===== src/rtl/simsamp_pkg.sv =====
package simsamp_pkg;
  localparam int CFG_W = 4;

  typedef struct packed {
    logic ref_ext;
    logic twos;
    logic auto_acq;
  } cfg_t;

  function automatic logic [15:0] fmt_word(input logic [15:0] v, input logic twos);
    return twos ? {~v[15], v[14:0]} : v;
  endfunction
endpackage


===== src/rtl/simsamp_sync.sv =====
module simsamp_sync #(
  parameter int W = 1,
  parameter int STAGES = 2,
  parameter logic [W-1:0] RST_VAL = '0
) (
  input  logic         clk,
  input  logic         rst,
  input  logic [W-1:0] d_i,
  output logic [W-1:0] q_o
);
  logic [STAGES-1:0][W-1:0] st;

  if (STAGES == 1) begin : g_one
    always_ff @(posedge clk) begin
      if (rst) st[0] <= RST_VAL;
      else     st[0] <= d_i;
    end
  end else begin : g_chain
    always_ff @(posedge clk) begin
      if (rst) st <= {STAGES{RST_VAL}};
      else     st <= {st[STAGES-2:0], d_i};
    end
  end

  assign q_o = st[STAGES-1];
endmodule


===== src/rtl/simsamp_seq.sv =====
module simsamp_seq #(
  parameter int CONV_CYCLES = 150,
  parameter int MIN_LOW_CYC = 2
) (
  input  logic clk,
  input  logic rst,
  input  logic cv_s,
  input  logic pwrdn_s,
  input  logic auto_acq,
  output logic start_o,
  output logic done_o,
  output logic eoc_n
);
  localparam int CW = (CONV_CYCLES > 1) ? $clog2(CONV_CYCLES) : 1;
  localparam int LW = $clog2(MIN_LOW_CYC + 1);

  logic          cv_q, busy, armed;
  logic [CW-1:0] cnt;
  logic [LW-1:0] low_cnt;

  wire cv_rise = cv_s & ~cv_q;
  wire cv_fall = ~cv_s & cv_q;
  wire ok_m0   = ~auto_acq & armed;
  wire ok_m1   = auto_acq & (low_cnt >= LW'(MIN_LOW_CYC));

  assign start_o = cv_rise & ~busy & ~pwrdn_s & (ok_m0 | ok_m1);
  assign done_o  = busy & (cnt == '0) & ~pwrdn_s;

  always_ff @(posedge clk) begin
    if (rst) begin
      cv_q    <= 1'b1;
      busy    <= 1'b0;
      armed   <= 1'b0;
      cnt     <= '0;
      low_cnt <= '0;
      eoc_n   <= 1'b1;
    end else begin
      cv_q <= cv_s;
      if (cv_s)                            low_cnt <= '0;
      else if (low_cnt < LW'(MIN_LOW_CYC)) low_cnt <= low_cnt + 1'b1;

      if (pwrdn_s) begin
        busy  <= 1'b0;
        armed <= 1'b0;
        eoc_n <= 1'b1;
      end else if (start_o) begin
        busy  <= 1'b1;
        armed <= 1'b0;
        cnt   <= CW'(CONV_CYCLES - 1);
        eoc_n <= 1'b1;
      end else if (busy) begin
        if (cnt == '0) begin
          busy  <= 1'b0;
          eoc_n <= 1'b0;
        end else begin
          cnt <= cnt - 1'b1;
        end
      end else if (cv_fall) begin
        armed <= 1'b1;
      end
    end
  end

  p_eoc_high_busy_r3: assert property (@(posedge clk) disable iff (rst)
    busy |-> eoc_n);
  p_eoc_after_conv_r3: assert property (@(posedge clk) disable iff (rst)
    $fell(eoc_n) |-> $past(busy));
  p_cnt_bound_r3: assert property (@(posedge clk) disable iff (rst)
    busy |-> (cnt <= CW'(CONV_CYCLES - 1)));
  p_shdn_idle_r12: assert property (@(posedge clk) disable iff (rst)
    pwrdn_s |=> (!busy && eoc_n));
endmodule


===== src/rtl/simsamp_bank.sv =====
module simsamp_bank
  import simsamp_pkg::*;
#(
  parameter int NCH = 8,
  parameter int DW  = 16
) (
  input  logic              clk,
  input  logic              rst,
  input  logic              start_i,
  input  logic              done_i,
  input  logic [NCH*DW-1:0] samples_i,
  input  logic              rd_s,
  input  logic              cs_s,
  input  logic              twos,
  output logic [DW-1:0]     bus_out,
  output logic              bus_oe
);
  localparam int PW = (NCH > 1) ? $clog2(NCH) : 1;

  logic [DW-1:0] snap [NCH];
  logic [DW-1:0] bank [NCH];
  logic [PW-1:0] ptr;
  logic          rd_q, cs_q;

  wire adv   = rd_s & ~rd_q & ~cs_q;
  wire drive = ~cs_s & ~rd_s;

  for (genvar c = 0; c < NCH; c++) begin : g_ch
    always_ff @(posedge clk) begin
      if (start_i) snap[c] <= samples_i[c*DW +: DW];
      if (done_i)  bank[c] <= snap[c];
    end
  end

  always_ff @(posedge clk) begin
    if (rst) begin
      ptr     <= '0;
      rd_q    <= 1'b1;
      cs_q    <= 1'b1;
      bus_oe  <= 1'b0;
      bus_out <= '0;
    end else begin
      rd_q   <= rd_s;
      cs_q   <= cs_s;
      bus_oe <= drive;
      bus_out <= drive ? fmt_word(bank[ptr], twos) : '0;
      if (done_i)                      ptr <= '0;
      else if (adv && ptr == PW'(NCH - 1)) ptr <= '0;
      else if (adv)                    ptr <= ptr + 1'b1;
    end
  end

  p_ptr_range_r7: assert property (@(posedge clk) disable iff (rst)
    ptr <= PW'(NCH - 1));
  p_ptr_clear_r11: assert property (@(posedge clk) disable iff (rst)
    done_i |=> (ptr == '0));
  p_ptr_hold_r8: assert property (@(posedge clk) disable iff (rst)
    (!done_i && cs_q) |=> $stable(ptr));
endmodule


===== src/rtl/simsamp_if.sv =====
module simsamp_if
  import simsamp_pkg::*;
#(
  parameter int NCH         = 8,
  parameter int DW          = 16,
  parameter int SYNC_STAGES = 2,
  parameter int CONV_CYCLES = 150,
  parameter int MIN_LOW_CYC = 2
) (
  input  logic              clk,
  input  logic              rst,
  input  logic              cs_n,
  input  logic              rd_n,
  input  logic              wr_n,
  input  logic              convst,
  input  logic              pwrdn,
  input  logic [CFG_W-1:0]  cfg_din,
  input  logic [NCH*DW-1:0] samples_i,
  output logic              eoc_n,
  output logic [DW-1:0]     bus_out,
  output logic              bus_oe,
  output logic              ref_ext_o
);
  localparam int SW = 5 + CFG_W;
  localparam logic [SW-1:0] SYNC_RST = {1'b0, 4'b1111, {CFG_W{1'b0}}};

  logic [SW-1:0]    sync_q;
  logic             pwrdn_s, cv_s, wr_s, rd_s, cs_s;
  logic [CFG_W-1:0] din_s;
  logic             wr_q, cs_q, start, done;
  cfg_t             cfg;

  simsamp_sync #(.W(SW), .STAGES(SYNC_STAGES), .RST_VAL(SYNC_RST)) u_sync (
    .clk (clk),
    .rst (rst),
    .d_i ({pwrdn, convst, wr_n, rd_n, cs_n, cfg_din}),
    .q_o (sync_q)
  );
  assign {pwrdn_s, cv_s, wr_s, rd_s, cs_s, din_s} = sync_q;

  wire cfg_we = wr_s & ~wr_q & ~cs_q & ~din_s[1];

  always_ff @(posedge clk) begin
    if (rst) begin
      wr_q <= 1'b1;
      cs_q <= 1'b1;
      cfg  <= '0;
    end else begin
      wr_q <= wr_s;
      cs_q <= cs_s;
      if (cfg_we) cfg <= '{ref_ext: din_s[3], twos: din_s[2], auto_acq: din_s[0]};
    end
  end
  assign ref_ext_o = cfg.ref_ext;

  simsamp_seq #(.CONV_CYCLES(CONV_CYCLES), .MIN_LOW_CYC(MIN_LOW_CYC)) u_seq (
    .clk      (clk),
    .rst      (rst),
    .cv_s     (cv_s),
    .pwrdn_s  (pwrdn_s),
    .auto_acq (cfg.auto_acq),
    .start_o  (start),
    .done_o   (done),
    .eoc_n    (eoc_n)
  );

  simsamp_bank #(.NCH(NCH), .DW(DW)) u_bank (
    .clk       (clk),
    .rst       (rst),
    .start_i   (start),
    .done_i    (done),
    .samples_i (samples_i),
    .rd_s      (rd_s),
    .cs_s      (cs_s),
    .twos      (cfg.twos),
    .bus_out   (bus_out),
    .bus_oe    (bus_oe)
  );

  p_cfg_write_only_r2: assert property (@(posedge clk) disable iff (rst)
    (cfg != $past(cfg)) |-> $past(cfg_we));
  p_oe_idle_r9: assert property (@(posedge clk) disable iff (rst)
    $past(cs_s) |-> !bus_oe);
endmodule


===== config.mk =====
export PLATFORM = sky130hd
export DESIGN_NAME = simsamp_if
export DESIGN_NICKNAME = d
export VERILOG_FILES = /design/src/rtl/simsamp_pkg.sv /design/src/rtl/simsamp_sync.sv /design/src/rtl/simsamp_seq.sv /design/src/rtl/simsamp_bank.sv /design/src/rtl/simsamp_if.sv
export SDC_FILE = /design/constraint.sdc
export NUM_CORES = 1
export LEC_CHECK = 0
export BUFFER_PORTS_ARGS = -buffer_cell sky130_fd_sc_hd__buf_4
export CAP_MARGIN = 20
export CORE_UTILIZATION = 56
export CTS_CLUSTER_DIAMETER = 200
export CTS_CLUSTER_SIZE = 8
export DETAILED_ROUTE_END_ITERATION = 7
export GPL_TIMING_DRIVEN = 0
export PLACE_DENSITY = 0.91
export SLEW_MARGIN = 10
export SYNTH_ARGS = -nofsm -noshare
export SYNTH_HDL_FRONTEND = slang
export SYNTH_SLANG_ARGS = --single-unit

===== constraint.sdc =====
create_clock -name clk -period 5.7 [get_ports clk]
set_input_delay 0.285 -clock clk [delete_from_list [all_inputs] [get_ports clk]]
set_output_delay 0.285 -clock clk [all_outputs]
set_load 0.005 [all_outputs]

* Yosys cells after proc, flatten, opt, wreduce, memory -nomap -nowiden
Memories as Yosys holds them, arrays and structs flattened. A register that Yosys moved wholly into a read port is not among the register bits.
Index checks and enable logic that the tools add are counted.
** Word-level totals
- Register bits after elaboration :: 58
- Bits in writable memories :: 256
- Input bits :: 139
- Output and inout port bits :: 19
- Logic and storage cells :: 79
- Memories kept :: 2
** Memory list
- u_bank.bank :: depth 8, width 16, rd ports 1, clocked after memory_dff 1, wr ports 8, RTL line simsamp_bank.sv:21 : logic [DW-1:0] bank [NCH];
- u_bank.snap :: depth 8, width 16, rd ports 8, clocked after memory_dff 0, wr ports 8, RTL line simsamp_bank.sv:20 : logic [DW-1:0] snap [NCH];
** Operators by class
- Add/sub/neg operators :: 3
- Order comparisons :: 2
- Eq/ne operators :: 2
- Multiplexer cells :: 13
- Bitwise operators :: 29
- Reductions and logical operators :: 11
** Operators by type and width (count)
- two-way mux 8 bit :: 3
- two-way mux 16 bit :: 1
- AND 1 bit :: 15
- NOT 1 bit :: 13
- logical NOT 8 bit :: 1
- subtractor 8 x 1 -> 8 bit, second input constant :: 1
- two-way mux 1 bit :: 7
- two-way mux 3 bit :: 2
- OR reduction 2 bit :: 3
- OR reduction 3 bit :: 2
- AND reduction 2 bit :: 2
- adder 3 x 1 -> 3 bit, second input constant :: 1
- equality test 3 bit, second input constant :: 1
- AND reduction 3 bit :: 1
- adder 2 x 1 -> 2 bit, second input constant :: 1
- >= comparator 2 bit, second input constant :: 1
- < comparator 2 bit, second input constant :: 1
- != test 2 bit, second input constant :: 1
- nonzero test 2 bit :: 1
- logical AND 1 bit :: 1
- bitwise OR 1 bit :: 1

* Depth between registers and ports, before layout
Gate-level depths: netlist of the first run.
- Depth in word-level cells :: 7
- Depth in mapped cells :: 7
- Gate-level depth less buffers :: 6

* Cells and area by module
From an unflattened synthesis of the first run, not the netlist that was laid out.
** Unflattened totals
- Cell total of the unflattened synthesis :: 510
- Area total of the unflattened synthesis :: 10836.6 um^2
** By module, submodules not included
- simsamp_bank :: instances 1, cells an instance 377, area each 9425.3 um^2, seq. area each 8187.9 um^2
- simsamp_seq :: instances 1, cells an instance 70, area each 645.6 um^2, seq. area each 280.3 um^2
- simsamp_sync :: instances 1, cells an instance 46, area each 561.8 um^2, seq. area each 360.3 um^2
- simsamp_if :: instances 1, cells an instance 17, area each 203.9 um^2, seq. area each 100.1 um^2

* Worst setup path before layout of the first run
OpenSTA, ideal clock, no wires.
- Path kind :: flip-flop to flip-flop
- Start point :: register u_seq.cnt[0]
- End point :: register with a tool-made name
- Setup time :: 0.122 ns
- Arrival :: 4.454 ns
- Required time :: 5.578 ns
- Path slack :: 1.125 ns
- Cell stages (with the launch flop) :: 7
- Buffers on the path :: 0
- Clock period less this slack :: 4.575 ns
- Cells stage by stage :: dfxtp_1 -> inv_1 -> ha_1 -> nor3b_1 -> and3_1 -> a211o_1 -> nor2_1
** RTL lines
- from (decl) :: RTL line simsamp_seq.sv:18 : logic [CW-1:0] cnt;
- from (signal assigned) :: RTL line simsamp_seq.sv:49 : cnt <= CW'(CONV_CYCLES - 1);
- from (signal assigned) :: RTL line simsamp_seq.sv:56 : cnt <= cnt - 1'b1;

* Worst setup path after layout of the first run
- Start point :: register u_seq.cnt[0]
- End point :: register u_bank.ptr[1]
** On the way
- Word-level cells in the longest chain between the ends :: 4
** Ends and longest elaborated chain
- logical NOT 8 bit :: RTL line simsamp_seq.sv:27 : assign done_o = busy & (cnt == '0) & ~pwrdn_s;
- AND 1 bit (2 in series) :: RTL line simsamp_seq.sv:27
- net done :: RTL line simsamp_if.sv:30 : logic wr_q, cs_q, start, done;
- OR reduction 3 bit (no line)
- to (signal assigned) :: RTL line simsamp_bank.sv:49 : else if (adv) ptr <= ptr + 1'b1;
- to (decl) :: RTL line simsamp_bank.sv:22 : logic [PW-1:0] ptr;
The timed path passes the listed nets, and every way through them passes these cells.
A chain may end at the register's enable or synchronous reset.

==> results of run 1 <==
per-layer routing:
layer | part of all wire, % | track usage (%) | routed length, um
met5 | 0 | 0 | 0
met4 | 3.5 | 11.0 | 818
met3 | 5.9 | 5.47 | 1400
met2 | 55 | 46.9 | 13000
met1 | 36 | 26.9 | 8380
power groups by stage:
stage                     logic [mW]  clock network (mW)  registers (mW)
after global placement        0.0903                   0            2.55
after global routing           0.186                2.57            2.50
after floorplan               0.0148                   0            2.55
after detailed placement      0.0950                   0            2.55
after CTS                      0.173                2.43            2.50
final                          0.176                2.44            2.50
layout make-up:
cell class / count / area share [%]
Antenna cell: 2 / 0.0339
Buffer: 16 / 0.483
Clock buffer: 78 / 8.46
Clock inverter: 4 / 0.288
Inverter: 6 / 0.152
Multi-Input combinational cell: 160 / 10.8
Sequential cell: 317 / 60.3
Tap cell: 229 / 1.94
Timing Repair Buffer: 294 / 17.5
state kept, by name, summed over array words and instances, names as in the netlist, 2 cells and up, named ones only:
register,cells
cfg,2
u_bank.bank,128
u_bank.bus_out,16
u_bank.ptr,3
u_bank.snap,128
u_seq.cnt,8
u_seq.low_cnt,2
u_sync.q_o,9
u_sync.st,9
per-stage QoR:
step | util (%) | area, um2 | power (mW)
floorplan | - | 10600 | 2.56
global placement | 65.9 | 12000 | 2.64
detailed placement | 66.3 | 12100 | 2.64
CTS | 80.8 | 14800 | 5.11
global route | 80.8 | 14800 | 5.26
finish | 80.8 | 14800 | 5.12
cell usage in the layout, fill, tap and decap left out, types with 2 or more instances in the layout:
cell | netlist | routed
dfxtp_1 | 61 | 61
nor2_1 | 32 | 32
edfxtp_1 | 256 | 256
inv_6 | 0 | 2
xor2_1 | 3 | 3
dlygate4sd3_1 | 0 | 136
nor4b_1 | 2 | 2
or4b_4 | 2 | 2
a21oi_1 | 8 | 8
a211oi_1 | 3 | 3
clkbuf_16 | 0 | 45
buf_16 | 0 | 2
nor3b_1 | 2 | 2
buf_2 | 4 | 3
buf_4 | 0 | 156
nand2_1 | 3 | 3
ha_1 | 5 | 5
inv_1 | 6 | 6
mux2i_1 | 23 | 23
xnor2_1 | 2 | 2
diode_2 | 0 | 2
nor3_1 | 5 | 5
clkbuf_1 | 11 | 44
or2_2 | 12 | 12
nor4_1 | 2 | 2
mux4_2 | 32 | 32
nor2b_1 | 11 | 11
or3_1 | 3 | 3
logic make-up (layout without fill, tap and decap cells):
family,count (synthesis),in the layout
AOI/OAI and AO/OA,14,14
xor gates and xnor gates,5,5
other,0,2
muxes,55,55
and+or+nand+nor,81,81
buffers and inverters,22,398
DFF,317,317
adders and majority gates,5,5
final timing paths:
path	startpoint	endpoint	slack (ns)	depth (start not counted)
setup / recovery	u_seq.cnt[0]	u_bank.ptr[1]	2.72	7
hold / removal	cfg_din[1]	u_sync.st[1]	0.04	2
setup reg to reg	u_seq.cnt[0]	u_bank.ptr[1]	2.72	7
hold reg to reg	u_bank.snap[1][50]	u_bank.bank[7][2]	0.41	0
==> summary.md, run 1 <==
| Metric | Value |
|---|---|
| Share of cells above drive strength 1 | `slightly below 30%` |
| Root Driver | `clkbuf_16` |
| Post-Place Worst Slack | `~2.8 ns` |
| I/O pin total | `158` |
| Final nets | `slightly below 1000` |
| Psw | `around 1.0 mW` |
| Max Slew Vio Count | `0` |
| Post-synthesis mux area share | `under 10%` |
| Tightest Pin Transition | `0.992 ns` |
| Clock Skew | `0.0170 ns` |
| Core Box Area | `~18000 um2` |
| Crit-path max FO | `roughly 70` |
| Average wire per standard cell | `21.3 um` |
| CTS resizes | `0` |
| Hold WC Path Type | `primary input to flop` |
| Int Pwr | `about 4.1 mW` |
| Synthesized Nets | `around 640` |
| First-pass GRT wire length | `35000 um` |
| CTS tree | `yes` |
| Worst-Skew Late Latency | `around 0.54 ns` |
| Placer congestion estimate | `between 0.8 and 0.9` |
| Slowest CP cell | `and3_4` |
| Mean post-synth cell area | `approximately 21 um2` |
| Final WS setup | `2.72 ns` |
| Area Growth Syn to Fin | `39.5%` |
| Slew headroom | `around 33%` |
| Max-cap violation count | `0` |
| Post-CTS Setup Repair Bufs | `0` |
| Buffer depth of the longest clock path | `3` |
| Final WL | `23600 um` |
| Ys async rst share | `0%` |
| Adder-cell share of the synthesized area | `0.591%` |
| Vias in the first global route | `between 6000 and 7000` |
| CP endpoint kind | `flop` |
| Count of final setup violators | `0` |
| Vias per cell | `5.31` |
| Htree depth | `2` |
| Sequential fraction of the synthesis area | `a little over four fifths` |
| Top cell family by delay on the critical path | `simple AND/OR/NAND/NOR gates` |
| CP Cell Sequence | `inv_1, ha_1, nor3b_1, and3_4, buf_16, a211o_1, nor2_1` |
| Cell taking the most area after synthesis | `edfxtp_1` |
| Initial DRC Count | `399` |
| Pre-antenna DRT Iters | `4` |
| Layout filler cell count | `about 800` |
| WS Path Type | `flop to flop` |
| Number of synthesized register bits | `around 320` |
| Post-synthesis xor/xnor area fraction | `0.414%` |
| Tmin final | `a little under 3 ns` |
| Switch share | `~20%` |
| CTS Buf Count | `45` |
| Peak supply drop | `between 0.2 and 0.3 mV` |
| Status | `finished, final reports clean` |
| Register area | `approximately 8900 um2` |
| Clock Sinks | `about 320` |
| Synthesized area | `10600 um2` |
| CP peak stage delay | `around 0.9 ns` |
| Main area contributors after synthesis | `edfxtp_1 73%, dfxtp_1 12%, mux4_2 6.8%` |
| Critical Path RT | `between 6 and 7 ns` |
| Primary FF master, synth | `edfxtp_1` |
| LEAKAGE | `about 5.2 nW` |
| CP Launch Type | `flop` |
| Unique masters post-synth | `33` |
| Number of flops mapped to enable cells by yosys | `256` |
| Yosys top cell area share | `between 70% and 80%` |
| Fin. Hold Viols | `0` |
| Cells after synthesis | `approximately 500` |
| Die H | `about 140 um` |
| TNS Setup | `0 ns` |
| Clock network fraction of total power | `a little under half` |
| CP Buf/Inv Count | `2` |
| Row count | `49` |
| Multi-input logic area | `approximately 1600 um2` |
| Simple-Gate Fraction of Synth Area | `under 10%` |
| # hold bufs at CTS | `roughly 140` |
| Detail Route Antenna Nets | `0` |
| Ratio of final minimum period to clock period | `~52%` |
| Synth Area in Compound Gates | `0.851%` |
| Die Footprint | `between 15000 and 20000 um2` |
| PD cells | `between 300 and 400 nW/um2` |
| Total gr overflow | `0` |
| Yosys warning count | `0` |
| PortBufs | `~160` |
| Die Span X | `139 um` |
| Largest net degree at the start of global routing | `between 70 and 80` |
| Initial antenna violation count | `2` |
| Synth cell count leaders | `256 x edfxtp_1, 61 x dfxtp_1, 32 x mux4_2, 32 x nor2_1, 23 x mux2i_1` |
| F_max | `between 300 and 400 MHz` |
| Non-filler instance count after layout | `1106` |
| Dpl cells | `886` |
| DRC violations left | `0` |
| Total track usage | `25.0%` |
| Combinational power share | `3.4%` |
| Vias | `just under 6000` |
| Initial core utilization | `between 50% and 60%` |
| Min Hold Slack | `roughly 0.037 ns` |
| Flop pwr share | `48.9%` |
| Critical Path AT | `between 3 and 4 ns` |
| Setup repair after global routing missed its margin | `false` |
| Worst-path clk slew | `0.05 ns` |
| Post-DP HPWL | `12400 um` |
| Main combinational cell family by area after synthesis | `multiplexers` |
| Count leader, synth | `edfxtp_1` |
No activity file was read; power rests on OpenSTA's default activity.
==> run 2: changes to the inputs <==
--- a/config.mk
+++ b/config.mk
@@ -5,6 +5,7 @@
 export SDC_FILE = /design/constraint.sdc
 export NUM_CORES = 1
 export LEC_CHECK = 0
+export ABC_AREA = 1
 export BUFFER_PORTS_ARGS = -buffer_cell sky130_fd_sc_hd__buf_4
 export CAP_MARGIN = 20
 export CORE_UTILIZATION = 56
@@ -12,7 +13,7 @@
 export CTS_CLUSTER_SIZE = 8
 export DETAILED_ROUTE_END_ITERATION = 7
 export GPL_TIMING_DRIVEN = 0
-export PLACE_DENSITY = 0.91
+export PLACE_DENSITY = 0.9
 export SLEW_MARGIN = 10
 export SYNTH_ARGS = -nofsm -noshare
 export SYNTH_HDL_FRONTEND = slang
==> constraint.sdc (replaced) <==
create_clock -name clk -period 3 [get_ports clk]
set_input_delay 0.15 -clock clk [delete_from_list [all_inputs] [get_ports clk]]
set_output_delay 0.15 -clock clk [all_outputs]
set_load 0.005 [all_outputs]
==> summary.md, run 2 <==
| Metric | Value |
|---|---|
| Status | `finished, final reports clean` |
| CP endpoint kind | `flop` |
| Ratio of final minimum period to clock period | `roughly three quarters` |
| Post-synthesis xor/xnor area fraction | `0.161%` |
| CTS tree | `yes` |
| Number of synthesized register bits | `317` |
| Core Box Area | `approximately 19000 um2` |
| Main combinational cell family by area after synthesis | `simple AND/OR/NAND/NOR gates` |
| Final WS setup | `0.796 ns` |
| Vias per cell | `5.52` |
| Pre-antenna DRT Iters | `5` |
| I/O pin total | `about 160` |
| Biggest regs | `u_bank.bank: 128 flops, u_bank.snap: 128 flops, u_bank.bus_out: 16 flops` |
| Ys async rst share | `0%` |
| Total track usage | `a little under a third` |
| Initial core utilization | `57.6%` |
| Final WL | `between 20000 and 30000 um` |
| Largest net degree at the start of global routing | `43` |
| Share of cells above drive strength 1 | `~23%` |
| Initial antenna violation count | `1` |
| Area Growth Syn to Fin | `40.2%` |
| Post-DP HPWL | `15400 um` |
| Clock Sinks | `317` |
| Commonest non-fill, non-tap cell in the layout | `edfxtp_1` |
| Cells after synthesis | `between 700 and 800` |
| CTS resizes | `0` |
| Tmin final | `between 2 and 2.5 ns` |
| Root Driver | `clkbuf_16` |
| Total gr overflow | `0` |
| Placer congestion estimate | `about 0.80` |
| Count leader, synth | `edfxtp_1` |
| Main area contributors after synthesis | `edfxtp_1 71%, dfxtp_1 11%, nor2_1 4.6%` |
| Initial DRC Count | `around 730` |
| Cell taking the most area after synthesis | `edfxtp_1` |
| PortBufs | `approximately 160` |
| CTS Buf Count | `between 40 and 50` |
| Adder-cell share of the synthesized area | `less than 1%` |
| Hold WC Path Type | `primary input to flop` |
| Buffer depth of the longest clock path | `3` |
| FF-to-FF Start | `u_seq.cnt[2]` |
| Final nets | `between 1000 and 1500` |
| Critical Path AT | `2.41 ns` |
| Int Pwr | `just under 8 mW` |
| LEAKAGE | `between 5 and 6 nW` |
| Psw | `around 2.0 mW` |
| Crit Reg-Reg Endpoint | `u_bank.bank[1][10]` |
| Switch share | `20.1%` |
| WS Path Type | `flop to flop` |
| TNS Setup | `0 ns` |
| Post-synthesis mux area share | `0%` |
| Commonest cells after routing, fill and taps aside | `256 x edfxtp_1, 162 x buf_4, 138 x dlygate4sd3_1` |
| Min-delay src | `samples_i[114]` |
| F_max | `around 450 MHz` |
| Average wire per standard cell | `~22 um` |
| Htree depth | `2` |
| Flop pwr share | `between 40% and 50%` |
| Synthesized area | `roughly 11000 um2` |
| Peak supply drop | `0.656 mV` |
| Worst-path clk slew | `0.06 ns` |
| Critical Path RT | `3.20 ns` |
| Unique masters post-synth | `28` |
| Mean post-synth cell area | `between 10 and 15 um2` |
| Hold Crit Depth | `2` |
| Clock network fraction of total power | `48.0%` |
| Die Span X | `141 um` |
| Vias | `between 7000 and 8000` |
| Simple-Gate Fraction of Synth Area | `8.85%` |
| Row count | `50` |
| Vias in the first global route | `just under 8000` |
| Fin. Hold Viols | `0` |
| Internal reg-to-reg setup slack | `between 0.7 and 0.8 ns` |
| CP Launch Type | `flop` |
| First-pass GRT wire length | `roughly 44000 um` |
| PD cells | `644 nW/um2` |
| Clock Skew | `roughly 0.028 ns` |
| Max-cap violation count | `0` |
| Primary FF master, synth | `edfxtp_1` |
| Hold Path Sink | `u_bank.snap[1][50]` |
| Slew headroom | `between 50 and 60%` |
| Crit-path max FO | `40` |
| Synth cell count leaders | `256 x edfxtp_1, 133 x nor2_1, 66 x o21ai_0, 61 x dfxtp_1, 55 x nand2_1` |
| Number of flops mapped to enable cells by yosys | `roughly 260` |
| Detail Route Antenna Nets | `0` |
| Sequential fraction of the synthesis area | `around 80%` |
| Die H | `about 140 um` |
| Tightest Pin Transition | `between 0.7 and 0.8 ns` |
| Combinational power share | `3.7%` |
| Max Slew Vio Count | `0` |
| Synthesized Nets | `slightly below 900` |
| Reg2Reg Depth | `6` |
| Count of final setup violators | `0` |
| Die Footprint | `20000 um2` |
| Setup repair after global routing missed its margin | `false` |
| DRC violations left | `0` |
| Yosys top cell area share | `between 70 and 80%` |
| Worst-Skew Late Latency | `around 0.54 ns` |
| Yosys warning count | `0` |
| Synth Area in Compound Gates | `roughly 6%` |
| Post-Place Worst Slack | `0.860 ns` |
-- run 2: cell count changes after synthesis, sizes merged, moves of 23 or more --
cell   previous run  this run
nand3             0        25
nor2             32       135
mux2i            23         0
nand2             3        56
mux4             32         0
inv               6        38
o21ai             0        66
-- run 2: per-stage QoR --
stage	hold WS, ns	area (um2)	instances	utilization (%)	total power [mW]
2_1_floorplan	0.249	10900	736	-	4.87
3_3_place_gp	0.329	12400	1153	65.8	5.03
3_5_place_dp	0.329	12600	1159	66.4	5.03
4_1_cts	0.319	15200	1377	80.7	9.75
5_1_grt	0.326	15200	1378	80.7	10.1
6_report	0.342	15200	1378	80.7	9.83
-- run 2: worst max path at each step --
stage | from | end | slack (ns) | cells past startpoint
after floorplan | u_seq.low_cnt[0] | u_bank.snap[0][0] | -0.07 | 6
after global placement | u_seq.low_cnt[0] | u_bank.snap[1][8] | -0.87 | 6
after detailed placement | u_seq.cnt[2] | u_bank.bank[2][1] | 0.86 | 6
after CTS | u_seq.cnt[2] | u_bank.bank[0][2] | 0.83 | 6
after global routing | u_seq.cnt[2] | u_bank.bank[1][2] | 0.66 | 6
final | u_seq.cnt[2] | u_bank.bank[1][10] | 0.80 | 6
-- run 2: power by group through the flow --
stage	clock network [mW]	logic (mW)	registers (mW)
after floorplan	0	0.0348	4.84
after global placement	0	0.189	4.84
after detailed placement	0	0.194	4.84
after CTS	4.65	0.346	4.76
after global routing	4.94	0.379	4.75
final	4.71	0.361	4.75
-- run 2: repair_timing --
item / CTS / global route
buffers inserted: 0 / 0
endpoints found under the hold margin: 138 / 0
hold buffers: 138 / 0
-- run 2: critical path, cell delays in order, from the launching register on --
cell,delay [ns]
dfxtp_1,0.35
nor2_2,0.23
nand2_2,0.13
nor2_4,0.16
nand3_2,0.13
clkinvlp_4,0.54
buf_12,0.32
-- run 2: area by class of cell --
| cell class | instances | area [um2] |
|---|---|---|
| clock buffer | 77 | 1270 |
| buffer | 27 | 138 |
| tap | 260 | 325 |
| sequential | 317 | 8910 |
| inverter | 38 | 150 |
| fill | 921 | 3640 |
| clock inverter | 3 | 43.8 |
| timing repair buffer | 301 | 2680 |
| antenna | 1 | 2.50 |
| multi-input combinational | 354 | 1730 |
-- run 2: cells by family after synthesis --
logic type,Yosys count
flops,317
simple gates,233
compound gates,114
buf+inv,65
fa+ha+maj,5
xor+xnor,2
-- run 2: layer usage --
metal  share of wire, %  GRT usage [%]  up-vias
met5                  0              0        -
met4                5.2           16.3        0
met2                 52           54.8      513
met3                8.0           5.60      130
met1                 34           34.5     3627
li1                   -              -     3331
==> run 3: changes to the inputs <==
--- a/config.mk
+++ b/config.mk
@@ -8,12 +8,12 @@
 export ABC_AREA = 1
 export BUFFER_PORTS_ARGS = -buffer_cell sky130_fd_sc_hd__buf_4
 export CAP_MARGIN = 20
-export CORE_UTILIZATION = 56
+export CORE_UTILIZATION = 51
 export CTS_CLUSTER_DIAMETER = 200
 export CTS_CLUSTER_SIZE = 8
 export DETAILED_ROUTE_END_ITERATION = 7
 export GPL_TIMING_DRIVEN = 0
-export PLACE_DENSITY = 0.9
+export PLACE_DENSITY = 0.87
 export SLEW_MARGIN = 10
 export SYNTH_ARGS = -nofsm -noshare
 export SYNTH_HDL_FRONTEND = slang
==> constraint.sdc (replaced) <==
create_clock -name clk -period 1.8 [get_ports clk]
set_input_delay 0.09 -clock clk [delete_from_list [all_inputs] [get_ports clk]]
set_output_delay 0.09 -clock clk [all_outputs]
set_load 0.005 [all_outputs]
==> summary.md, run 3 (synthesis gave the netlist of run 2 again) <==
| Metric | Value |
|---|---|
| PortBufs | `~160` |
| Hold WC Path Type | `primary input to flop` |
| Clock Sinks | `between 300 and 400` |
| Register area | `about 8900 um2` |
| Ratio of final minimum period to clock period | `between 90% and 100%` |
| CP Launch Type | `flop` |
| Commonest non-fill, non-tap cell in the layout | `edfxtp_1` |
| CTS Buf Count | `45` |
| Post-DP HPWL | `roughly 15000 um` |
| Average wire per standard cell | `a little over 20 um` |
| Core Box Area | `21000 um2` |
| Vias per cell | `roughly 5.3` |
| Hold Crit Depth | `2` |
| Detail Route Antenna Nets | `0` |
| I/O pin total | `approximately 160` |
| Non-filler instance count after layout | `approximately 1400` |
| Status | `finished, final reports clean` |
| Pre-antenna DRT Iters | `7` |
| ANT cells | `0` |
| Root Driver | `clkbuf_16` |
| Row count | `53` |
| Final instance area | `15600 um2` |
| Count of final setup violators | `0` |
| CP endpoint kind | `flop` |
| Worst-path clk slew | `0.06 ns` |
| Hold Path Sink | `u_bank.snap[1][43]` |
| PD cells | `roughly 1000 nW/um2` |
| Clock Skew | `approximately 0.017 ns` |
| Die Footprint | `approximately 22000 um2` |
| Slew headroom | `between 60% and 70%` |
| Share of cells above drive strength 1 | `about a quarter` |
| Die H | `~150 um` |
| CTS tree | `yes` |
| Vias | `around 7600` |
| Peak supply drop | `0.923 mV` |
| Initial core utilization | `between 50% and 60%` |
| Total track usage | `roughly a quarter` |
| Final WL | `28900 um` |
| Critical Path RT | `around 2.0 ns` |
| Initial antenna violation count | `0` |
| Crit Reg-Reg Endpoint | `u_bank.bank[2][0]` |
| Vias in the first global route | `around 8000` |
| Commonest cells after routing, fill and taps aside | `256 x edfxtp_1, 174 x buf_4, 138 x dlygate4sd3_1` |
| Setup repair after global routing missed its margin | `true` |
| Dpl cell area | `approximately 13000 um2` |
| WS Path Type | `flop to flop` |
| Initial DRC Count | `between 500 and 600` |
| Critical Path AT | `approximately 2.0 ns` |
| Placer congestion estimate | `just over 0.8` |
| Die Span X | `~150 um` |
| Worst setup path start | `u_seq.cnt[1]` |
| DRC violations left | `0` |
| Total gr overflow | `0` |
| Htree depth | `2` |
| Biggest regs | `u_bank.bank: 128 flops, u_bank.snap: 128 flops, u_bank.bus_out: 16 flops` |
| Largest net degree at the start of global routing | `41` |
| Max-cap violation count | `0` |
| Multi-input logic area | `approximately 1800 um2` |
| F_max | `569 MHz` |
| Layout filler cell count | `between 1000 and 1500` |
| First-pass GRT wire length | `42800 um` |
| Reg2Reg Depth | `8` |
| Area Growth Syn to Fin | `43.2%` |
| Tmin final | `1.76 ns` |
| FF-to-FF Start | `u_seq.cnt[1]` |
| Buffer depth of the longest clock path | `3` |
| Internal reg-to-reg setup slack | `0.04 ns` |
| Worst-Skew Late Latency | `roughly 0.52 ns` |
| Dpl cells | `roughly 1200` |
| Final nets | `around 1300` |
| Tightest Pin Transition | `between 0.5 and 0.6 ns` |
| Min-delay src | `samples_i[107]` |
| Fin. Hold Viols | `0` |
| Max Slew Vio Count | `0` |
| LEAKAGE | `a little under 6 nW` |
| Crit-path max FO | `10` |
-- run 3: worst max-delay path by stage --
stage                              end  slack [ns]  cells past startpoint
floorplan            u_bank.snap[0][0]       -1.27                      6
global placement    u_bank.snap[1][27]       -2.19                      6
detailed placement   u_bank.bank[4][0]       -0.49                      7
CTS                 u_bank.bank[3][15]      0.0008                      8
global route         u_bank.snap[1][5]       -0.03                      7
finish               u_bank.bank[2][0]        0.04                      8
-- run 3: what timing repair did --
| item | in CTS | in global routing |
|---|---|---|
| gates cloned | 6 | 1 |
| endpoints found under the setup margin | 220 | 77 |
| gates resized for setup | 9 | 13 |
| pin swaps | 2 | 3 |
| hold endpoints to repair | 138 | 0 |
| hold buffers | 138 | 0 |
| setup buffers | 8 | 7 |
-- run 3: per-layer routing --
layer  routed length, um  global-route usage (%)  vias to the layer above
met4                 855                    9.12                        0
li1                    -                       -                     3390
met2               15600                    49.9                      405
met1               10500                    30.0                     3682
met3                1960                    5.09                       73
met5                   0                       0                        -
-- run 3: final cells by class --
| type | count | share of cell area (%) |
|---|---|---|
| clock inverters | 2 | 0.137 |
| well taps | 275 | 2.21 |
| inverters | 38 | 0.964 |
| repair inverters | 2 | 0.0804 |
| multi-input cells | 354 | 11.3 |
| repair buffers | 321 | 19.0 |
| flip-flops and latches | 317 | 57.2 |
| clock buffers | 78 | 8.16 |
| plain buffers | 27 | 0.916 |
-- run 3: stage by stage --
stage | util, % | hold WS, ns | setup WS [ns] | setup TNS (ns) | power, mW
2_1_floorplan | - | 0.189 | -1.27 | -321.12 | 8.12
3_3_place_gp | 59.4 | 0.269 | -2.19 | -544.93 | 8.38
3_5_place_dp | 60.0 | 0.269 | -0.491 | -52.77 | 8.39
4_1_cts | 73.8 | 0.276 | 0.000830 | 0 | 16.2
5_1_grt | 74.3 | 0.276 | -0.0254 | -0.921 | 16.6
6_report | 74.3 | 0.288 | 0.0421 | 0 | 16.2
-- run 3: worst max-delay path, cell delays in order (launching register included) --
cell	delay, ns
dfxtp_2	0.33
inv_2	0.09
ha_4	0.16
nand3_4	0.08
nor2_4	0.13
nand3_4	0.12
clkinvlp_4	0.17
buf_6	0.12
bufbuf_16	0.26
-- run 3: power breakdown --
group | internal, mW | switching [mW] | total [mW]
sequential | 7.91 | 0.0127 | 7.93
clock | 4.74 | 2.93 | 7.67
combinational | 0.414 | 0.193 | 0.607
total | 13.1 | 3.13 | 16.2
